[config.mk]
export PLATFORM = sky130hd
export DESIGN_NAME = rs_pool
export DESIGN_NICKNAME = d
export VERILOG_FILES = /design/src/rtl/rsp_pkg.sv /design/src/rtl/rs_pick.sv /design/src/rtl/rs_entry.sv /design/src/rtl/rs_pool.sv
export SDC_FILE = /design/constraint.sdc
export NUM_CORES = 1
export LEC_CHECK = 0
export BUFFER_PORTS_ARGS = -buffer_cell sky130_fd_sc_hd__buf_2
export CAP_MARGIN = 5
export CELL_PAD_IN_SITES_DETAIL_PLACEMENT = 1
export CELL_PAD_IN_SITES_GLOBAL_PLACEMENT = 1
export CORE_ASPECT_RATIO = 0.75
export CORE_MARGIN = 2
export CORE_UTILIZATION = 49
export CTS_CLUSTER_DIAMETER = 80
export DETAILED_ROUTE_END_ITERATION = 10
export PLACE_DENSITY_LB_ADDON = 0.1
export SLEW_MARGIN = 20
export SYNTH_ARGS = -nofsm -noshare
export SYNTH_HDL_FRONTEND = slang
export SYNTH_HIERARCHICAL = 1
export SYNTH_SLANG_ARGS = --single-unit
[constraint.sdc]
create_clock -name clk -period 8.3 [get_ports clk]
set_input_delay 1.245 -clock clk [delete_from_list [all_inputs] [get_ports clk]]
set_output_delay 1.245 -clock clk [all_outputs]
set_load 0.02 [all_outputs]
[src/rtl/rsp_pkg.sv]
package rsp_pkg;
    typedef enum logic [1:0] {
        ST_FREE = 2'd0,
        ST_WAIT = 2'd1,
        ST_EXEC = 2'd2,
        ST_DONE = 2'd3
    } rs_state_e;

    function automatic int unsigned idx_width(input int unsigned n);
        return (n > 1) ? $clog2(n) : 1;
    endfunction
endpackage

[src/rtl/rs_pick.sv]
module rs_pick #(
    parameter int unsigned N  = 4,
    localparam int unsigned IW = rsp_pkg::idx_width(N)
) (
    input  logic [N-1:0]  req,
    output logic          any,
    output logic [IW-1:0] idx,
    output logic [N-1:0]  gnt
);
    always_comb begin
        any = 1'b0;
        idx = '0;
        gnt = '0;
        for (int i = N - 1; i >= 0; i--) begin
            if (req[i]) begin
                any = 1'b1;
                idx = IW'(i);
                gnt = N'(1) << i;
            end
        end
    end
endmodule

[src/rtl/rs_entry.sv]
module rs_entry
    import rsp_pkg::*;
#(
    parameter int unsigned XLEN  = 32,
    parameter int unsigned OP_W  = 4,
    parameter int unsigned TAG_W = 4,
    parameter logic [TAG_W-1:0] MY_TAG = 1
) (
    input  logic             clk,
    input  logic             rst,
    input  logic             alloc,
    input  logic [OP_W-1:0]  in_op,
    input  logic [XLEN-1:0]  in_vj,
    input  logic [TAG_W-1:0] in_qj,
    input  logic [XLEN-1:0]  in_vk,
    input  logic [TAG_W-1:0] in_qk,
    input  logic             cdb_v,
    input  logic [TAG_W-1:0] cdb_tag,
    input  logic [XLEN-1:0]  cdb_val,
    input  logic             go,
    input  logic             fu_done,
    input  logic [TAG_W-1:0] fu_tag,
    input  logic [XLEN-1:0]  fu_val,
    input  logic             grant,
    output logic             busy,
    output logic             ready,
    output logic             done,
    output logic [OP_W-1:0]  op_o,
    output logic [XLEN-1:0]  vj_o,
    output logic [XLEN-1:0]  vk_o
);
    typedef struct packed {
        logic [TAG_W-1:0] q;
        logic [XLEN-1:0]  v;
    } opnd_t;

    function automatic opnd_t snoop(input opnd_t o, input logic v,
                                    input logic [TAG_W-1:0] t,
                                    input logic [XLEN-1:0] d);
        opnd_t r = o;
        if (o.q != '0 && v && o.q == t) begin
            r.q = '0;
            r.v = d;
        end
        return r;
    endfunction

    rs_state_e        st;
    logic [OP_W-1:0]  op_q;
    opnd_t            oj, ok;
    opnd_t            oj_now, ok_now;

    // operand view including the broadcast of this cycle (bypass)
    assign oj_now = snoop(oj, cdb_v, cdb_tag, cdb_val);
    assign ok_now = snoop(ok, cdb_v, cdb_tag, cdb_val);

    assign busy  = (st != ST_FREE);
    assign done  = (st == ST_DONE);
    assign ready = (st == ST_WAIT) && (oj_now.q == '0) && (ok_now.q == '0);
    assign op_o  = op_q;
    assign vj_o  = oj_now.v;   // holds the result once DONE
    assign vk_o  = ok_now.v;

    always_ff @(posedge clk) begin
        if (rst) begin
            st   <= ST_FREE;
            op_q <= '0;
            oj   <= '0;
            ok   <= '0;
        end else begin
            unique case (st)
                ST_FREE: if (alloc) begin
                    st   <= ST_WAIT;
                    op_q <= in_op;
                    oj   <= snoop('{q: in_qj, v: in_vj}, cdb_v, cdb_tag, cdb_val);
                    ok   <= snoop('{q: in_qk, v: in_vk}, cdb_v, cdb_tag, cdb_val);
                end
                ST_WAIT: begin
                    oj <= oj_now;
                    ok <= ok_now;
                    if (go) st <= ST_EXEC;
                end
                ST_EXEC: if (fu_done && fu_tag == MY_TAG) begin
                    st   <= ST_DONE;
                    oj.v <= fu_val;
                end
                ST_DONE: if (grant) st <= ST_FREE;
                default: st <= ST_FREE;
            endcase
        end
    end

    // dispatch selection only ever picks a ready entry
    a_r3_go_needs_ready: assert property (@(posedge clk) disable iff (rst)
        go |-> ready);

    // with no broadcast, a waiting entry's tags do not move
    a_r7_tags_frozen: assert property (@(posedge clk) disable iff (rst)
        (st == ST_WAIT && !cdb_v && !go) |=> (oj.q == $past(oj.q) && ok.q == $past(ok.q)));

    // an entry holding a result stays until granted
    a_r11_done_holds: assert property (@(posedge clk) disable iff (rst)
        (st == ST_DONE && !grant) |=> (st == ST_DONE));
endmodule

[src/rtl/rs_pool.sv]
module rs_pool
    import rsp_pkg::*;
#(
    parameter int unsigned NUM_ST   = 4,
    parameter int unsigned XLEN     = 32,
    parameter int unsigned OP_W     = 4,
    parameter int unsigned TAG_W    = 4,
    parameter int unsigned BASE_TAG = 1
) (
    input  logic             clk,
    input  logic             rst,
    input  logic             issue_valid,
    input  logic [OP_W-1:0]  issue_op,
    input  logic [XLEN-1:0]  issue_vj,
    input  logic [TAG_W-1:0] issue_qj,
    input  logic [XLEN-1:0]  issue_vk,
    input  logic [TAG_W-1:0] issue_qk,
    output logic             issue_stall,
    output logic [TAG_W-1:0] issue_tag,
    input  logic             cdb_valid,
    input  logic [TAG_W-1:0] cdb_tag,
    input  logic [XLEN-1:0]  cdb_value,
    output logic             disp_valid,
    output logic [OP_W-1:0]  disp_op,
    output logic [XLEN-1:0]  disp_vj,
    output logic [XLEN-1:0]  disp_vk,
    output logic [TAG_W-1:0] disp_tag,
    input  logic             fu_done,
    input  logic [TAG_W-1:0] fu_tag,
    input  logic [XLEN-1:0]  fu_value,
    output logic             cdb_req,
    output logic [TAG_W-1:0] cdb_req_tag,
    output logic [XLEN-1:0]  cdb_req_value,
    input  logic             cdb_grant
);
    localparam int unsigned IW = idx_width(NUM_ST);

    logic [NUM_ST-1:0] busy, ready, done, alloc, go, grant;
    logic [NUM_ST-1:0] free_gnt, disp_gnt, req_gnt;
    logic [OP_W-1:0]   op_a [NUM_ST];
    logic [XLEN-1:0]   vj_a [NUM_ST];
    logic [XLEN-1:0]   vk_a [NUM_ST];
    logic [IW-1:0]     free_idx, disp_idx, req_idx;
    logic              any_free, any_ready, any_done;

    rs_pick #(.N(NUM_ST)) u_free (.req(~busy), .any(any_free),  .idx(free_idx), .gnt(free_gnt));
    rs_pick #(.N(NUM_ST)) u_disp (.req(ready), .any(any_ready), .idx(disp_idx), .gnt(disp_gnt));
    rs_pick #(.N(NUM_ST)) u_req  (.req(done),  .any(any_done),  .idx(req_idx),  .gnt(req_gnt));

    assign issue_stall = !any_free;
    assign issue_tag   = TAG_W'(BASE_TAG) + TAG_W'(free_idx);
    assign alloc       = (issue_valid && any_free) ? free_gnt : '0;
    assign go          = disp_gnt;
    assign grant       = cdb_grant ? req_gnt : '0;

    generate
        for (genvar g = 0; g < NUM_ST; g++) begin : g_ent
            rs_entry #(
                .XLEN(XLEN), .OP_W(OP_W), .TAG_W(TAG_W),
                .MY_TAG(TAG_W'(BASE_TAG + g))
            ) u_ent (
                .clk(clk), .rst(rst), .alloc(alloc[g]),
                .in_op(issue_op), .in_vj(issue_vj), .in_qj(issue_qj),
                .in_vk(issue_vk), .in_qk(issue_qk),
                .cdb_v(cdb_valid), .cdb_tag(cdb_tag), .cdb_val(cdb_value),
                .go(go[g]), .fu_done(fu_done), .fu_tag(fu_tag), .fu_val(fu_value),
                .grant(grant[g]), .busy(busy[g]), .ready(ready[g]), .done(done[g]),
                .op_o(op_a[g]), .vj_o(vj_a[g]), .vk_o(vk_a[g])
            );
        end
    endgenerate

    assign disp_valid    = any_ready;
    assign disp_op       = op_a[disp_idx];
    assign disp_vj       = vj_a[disp_idx];
    assign disp_vk       = vk_a[disp_idx];
    assign disp_tag      = TAG_W'(BASE_TAG) + TAG_W'(disp_idx);
    assign cdb_req       = any_done;
    assign cdb_req_tag   = TAG_W'(BASE_TAG) + TAG_W'(req_idx);
    assign cdb_req_value = vj_a[req_idx];

    // never more than one entry leaves per cycle
    a_r9_one_dispatch: assert property (@(posedge clk) disable iff (rst)
        $onehot0(go));

    // a request always carries one of this pool's names
    a_r10_req_own_name: assert property (@(posedge clk) disable iff (rst)
        cdb_req |-> (int'(cdb_req_tag) >= BASE_TAG && int'(cdb_req_tag) < BASE_TAG + NUM_ST));

    // an ungranted request is still there next cycle
    a_r11_req_persists: assert property (@(posedge clk) disable iff (rst)
        (cdb_req && !cdb_grant) |=> cdb_req);

    // a grant frees a slot for the next cycle
    a_r12_free_after_grant: assert property (@(posedge clk) disable iff (rst)
        (cdb_req && cdb_grant) |=> !issue_stall);

    // a full pool stays full when nothing is granted
    a_r1_full_holds: assert property (@(posedge clk) disable iff (rst)
        (issue_stall && !(cdb_req && cdb_grant)) |=> issue_stall);
endmodule

==> metrics.md <==
| Metric | Value |
|---|---|
| Tcrit/Tclk final | `80.1%` |
| CP Capture Type | `primary output` |
| Fin nets | `3,745` |
| Area delta synth->final | `9.85%` |
| Overall Global Routing Usage | `44.7%` |
| # DRC | `0` |
| P_leak | `11.1 nW` |
| RSZ-0062 raised after global routing | `no` |
| Post-Synthesis Cell Area | `28,100 um2` |
| WP data arrival | `5.40 ns` |
| Initial Utilization | `49.9%` |
| Post-route minimum period | `6.65 ns` |
| HP Class | `register to register` |
| Avg Cell Area, Syn | `7.87 um2` |
| Largest net degree at the start of global routing | `98` |
| Port-buffer cells | `265` |
| Wire length after detailed routing | `136 mm` |
| Die area | `59,300 um2` |
| Num rows | `75` |
| CTS Hold Bufs | `0` |
| Setup TNS | `0 ns` |
| Outcome | `complete, no violations` |
| Number of flops mapped to enable cells by yosys | `0` |
| Die Ht | `211 um` |
| Final Skew | `0.0124 ns` |
| Ratio of cells with drive above 1 in the final layout | `22.7%` |
| Pre-antenna DRT Iters | `8` |
| Vias in the first global route | `33,700` |
| Critical path class | `primary input to primary output` |
| Crit-path max FO | `69` |
| Num CTS Buffers | `39` |
| Gpl congestion | `0.915` |
| Post-cts resize count | `0` |
| Synth cell types | `71` |
| Yosys warning total | `6` |
| Tot Pwr | `10.4 mW` |
| Slew Limit Headroom | `22.2%` |
| Final Max Slew Viols | `0` |
| Drt wl/cell | `31.4 um` |
| Starting DRT DRC Count | `4,385` |
| Ys async rst share | `0%` |
| Primary FF master, synth | `dfxtp_1` |
| Reg clk slew, reported paths | `0.06 ns` |
| Initial antenna violation count | `22` |
| Worst-Skew Late Latency | `0.58 ns` |
| Antenna-violating nets left | `0` |
| DR vias | `33,000` |
| Vias per cell | `7.60` |
| Root buf cell | `clkbuf_16` |
| Worst-Margin Slew | `1.17 ns` |
| Worst VDD drop | `0.000287 V` |
| First-pass GRT wire length | `204 mm` |
| Final Hold Violating Endpoints | `0` |
| # setup viols final | `0` |
| Post-CTS setup buffers | `0` |
| Power per cell area | `336 nW/um2` |
| CP startpoint kind | `primary input` |
| Sequential area share after synthesis | `22.2%` |
| Fmax | `150 MHz` |
| TritonCTS sink count | `312` |
| Post-Synthesis Cells | `3,568` |
| Yosys reg bits | `312` |
| Post-DP HPWL | `85.9 mm` |
| H-tree depth | `2` |
| Layout fillers | `6,891` |
| CTS tree | `yes` |
| Worst EP required | `7.05 ns` |
| GR Overflow Total | `0` |
| MaxCap Viol Count | `0` |
| Core area | `56,300 um2` |
| I/O Pins | `269` |
| Die width | `280 um` |
| Maximum root-to-sink buffer count | `3` |
metal layers:
layer | track usage, % | part of all wire, %
met5 | 0 | 0.015
met3 | 14.3 | 14
met4 | 26.6 | 5.7
met2 | 63.9 | 42
met1 | 58.6 | 39
logic make-up (layout without fill, tap and decap cells):
group                      Yosys count  after routing  share of synthesized area, %
adders and majority gates           23             23                          1.02
and+or+nand+nor                   1172           1172                          21.4
other                                1             24                        0.0133
muxes                              263            263                          14.5
buffers and inverters              621            645                          9.27
AOI/OAI and AO/OA                 1127           1127                          30.0
xor gates and xnor gates            49             49                          1.55
DFF                                312            312                          22.2
final timing paths:
path	from	to	slack [ns]	cells after the start
max	cdb_tag[2]	disp_vj[14]	1.65	12
min	g_ent[3].u_ent/oj[22]$_SDFFE_PP0P_	g_ent[3].u_ent/oj[22]$_SDFFE_PP0P_	0.45	2
max reg2reg	g_ent[0].u_ent/st[0]$_SDFFE_PP0P_	g_ent[3].u_ent/ok[6]$_SDFFE_PP0P_	4.48	13
min reg2reg	g_ent[3].u_ent/oj[22]$_SDFFE_PP0P_	g_ent[3].u_ent/oj[22]$_SDFFE_PP0P_	0.45	2
cells in the mapped netlist (33+ instances only):
cell | n | area share [%]
nand2_1 | 441 | 5.9
dfxtp_1 | 312 | 22
clkbuf_1 | 276 | 3.7
o21ai_0 | 240 | 4.3
inv_1 | 235 | 3.1
nor2_1 | 192 | 2.6
mux2_2 | 162 | 6.5
a21oi_1 | 148 | 2.6
nand3_1 | 126 | 2.2
o31ai_1 | 114 | 3.0
mux4_2 | 100 | 8.0
or4_1 | 99 | 2.6
a41oi_1 | 97 | 3.0
o22ai_1 | 96 | 2.1
nand4_1 | 93 | 2.1
nor4b_1 | 93 | 2.9
o211a_1 | 93 | 3.3
a211oi_2 | 81 | 3.6
a221oi_1 | 59 | 1.8
buf_2 | 57 | 1.0
a211oi_1 | 43 | 1.1
a32o_1 | 35 | 1.2
xnor2_1 | 33 | 1.0
layout make-up:
cell class | count | area (um2) | share of cell area (%)
Antenna cell | 21 | 52.6 | 0.170
Inverter | 238 | 893 | 2.89
Tap cell | 731 | 915 | 2.96
Clock buffer | 59 | 1170 | 3.80
Multi-Input combinational cell | 2637 | 19600 | 63.6
Sequential cell | 312 | 6250 | 20.2
Timing Repair Buffer | 340 | 1900 | 6.17
Clock inverter | 8 | 45.0 | 0.146
power breakdown:
part / switching (mW) / internal (mW)
sequential: 0.274 / 1.92
combinational: 4.19 / 2.24
clock: 0.770 / 0.972
layout by cell type, fill, tap and decap left out, types with 20 or more instances in the layout:
cell / Yosys / routed
a211oi_1: 43 / 43
a211oi_2: 81 / 81
a21oi_1: 148 / 136
a221o_1: 22 / 22
a221oi_1: 59 / 59
a311oi_1: 20 / 20
a32o_1: 35 / 35
a41oi_1: 97 / 97
and3_1: 25 / 21
buf_2: 57 / 264
buf_4: 25 / 75
clkbuf_16: 0 / 41
dfxtp_1: 312 / 312
diode_2: 0 / 21
inv_1: 235 / 235
mux2_2: 162 / 162
mux4_2: 100 / 100
nand2_1: 441 / 441
nand2b_1: 24 / 24
nand3_1: 126 / 126
nand4_1: 93 / 93
nor2_1: 192 / 182
nor3_1: 25 / 21
nor4b_1: 93 / 93
o211a_1: 93 / 93
o21ai_0: 240 / 240
o21ai_1: 22 / 21
o22ai_1: 96 / 96
o31ai_1: 114 / 114
or4_1: 99 / 99
xnor2_1: 33 / 33
critical path, cell delays in order:
cell and delay [ns]:
buf_2 0.53, xor2_1 0.24, a211oi_4 0.76, buf_4 0.40
nand2_1 0.08, o32ai_1 0.15, o2111a_1 0.31, nand2b_4 0.08
a21oi_4 0.20, buf_12 0.50, mux4_2 0.61, buf_2 0.18
sequential cells by signal, summed over array words and instances (netlist names):
signal	count
g_ent.u_ent/oj	144
g_ent.u_ent/ok	144
g_ent.u_ent/op_o	16
g_ent.u_ent/st	8
metrics by stage:
stage	utilization (%)	hold WS, ns	std cells	area [um2]	worst slack (ns)
3_5_place_dp	52.5	0.442	4258	29600	1.79
5_1_grt	54.8	0.468	4342	30900	1.52
4_1_cts	54.7	0.451	4325	30800	1.77
3_3_place_gp	52.5	0.433	4258	29600	1.94
2_1_floorplan	-	0.425	3570	28100	3.11
6_report	54.8	0.450	4346	30900	1.65
No activity file was read; power rests on OpenSTA's default activity.
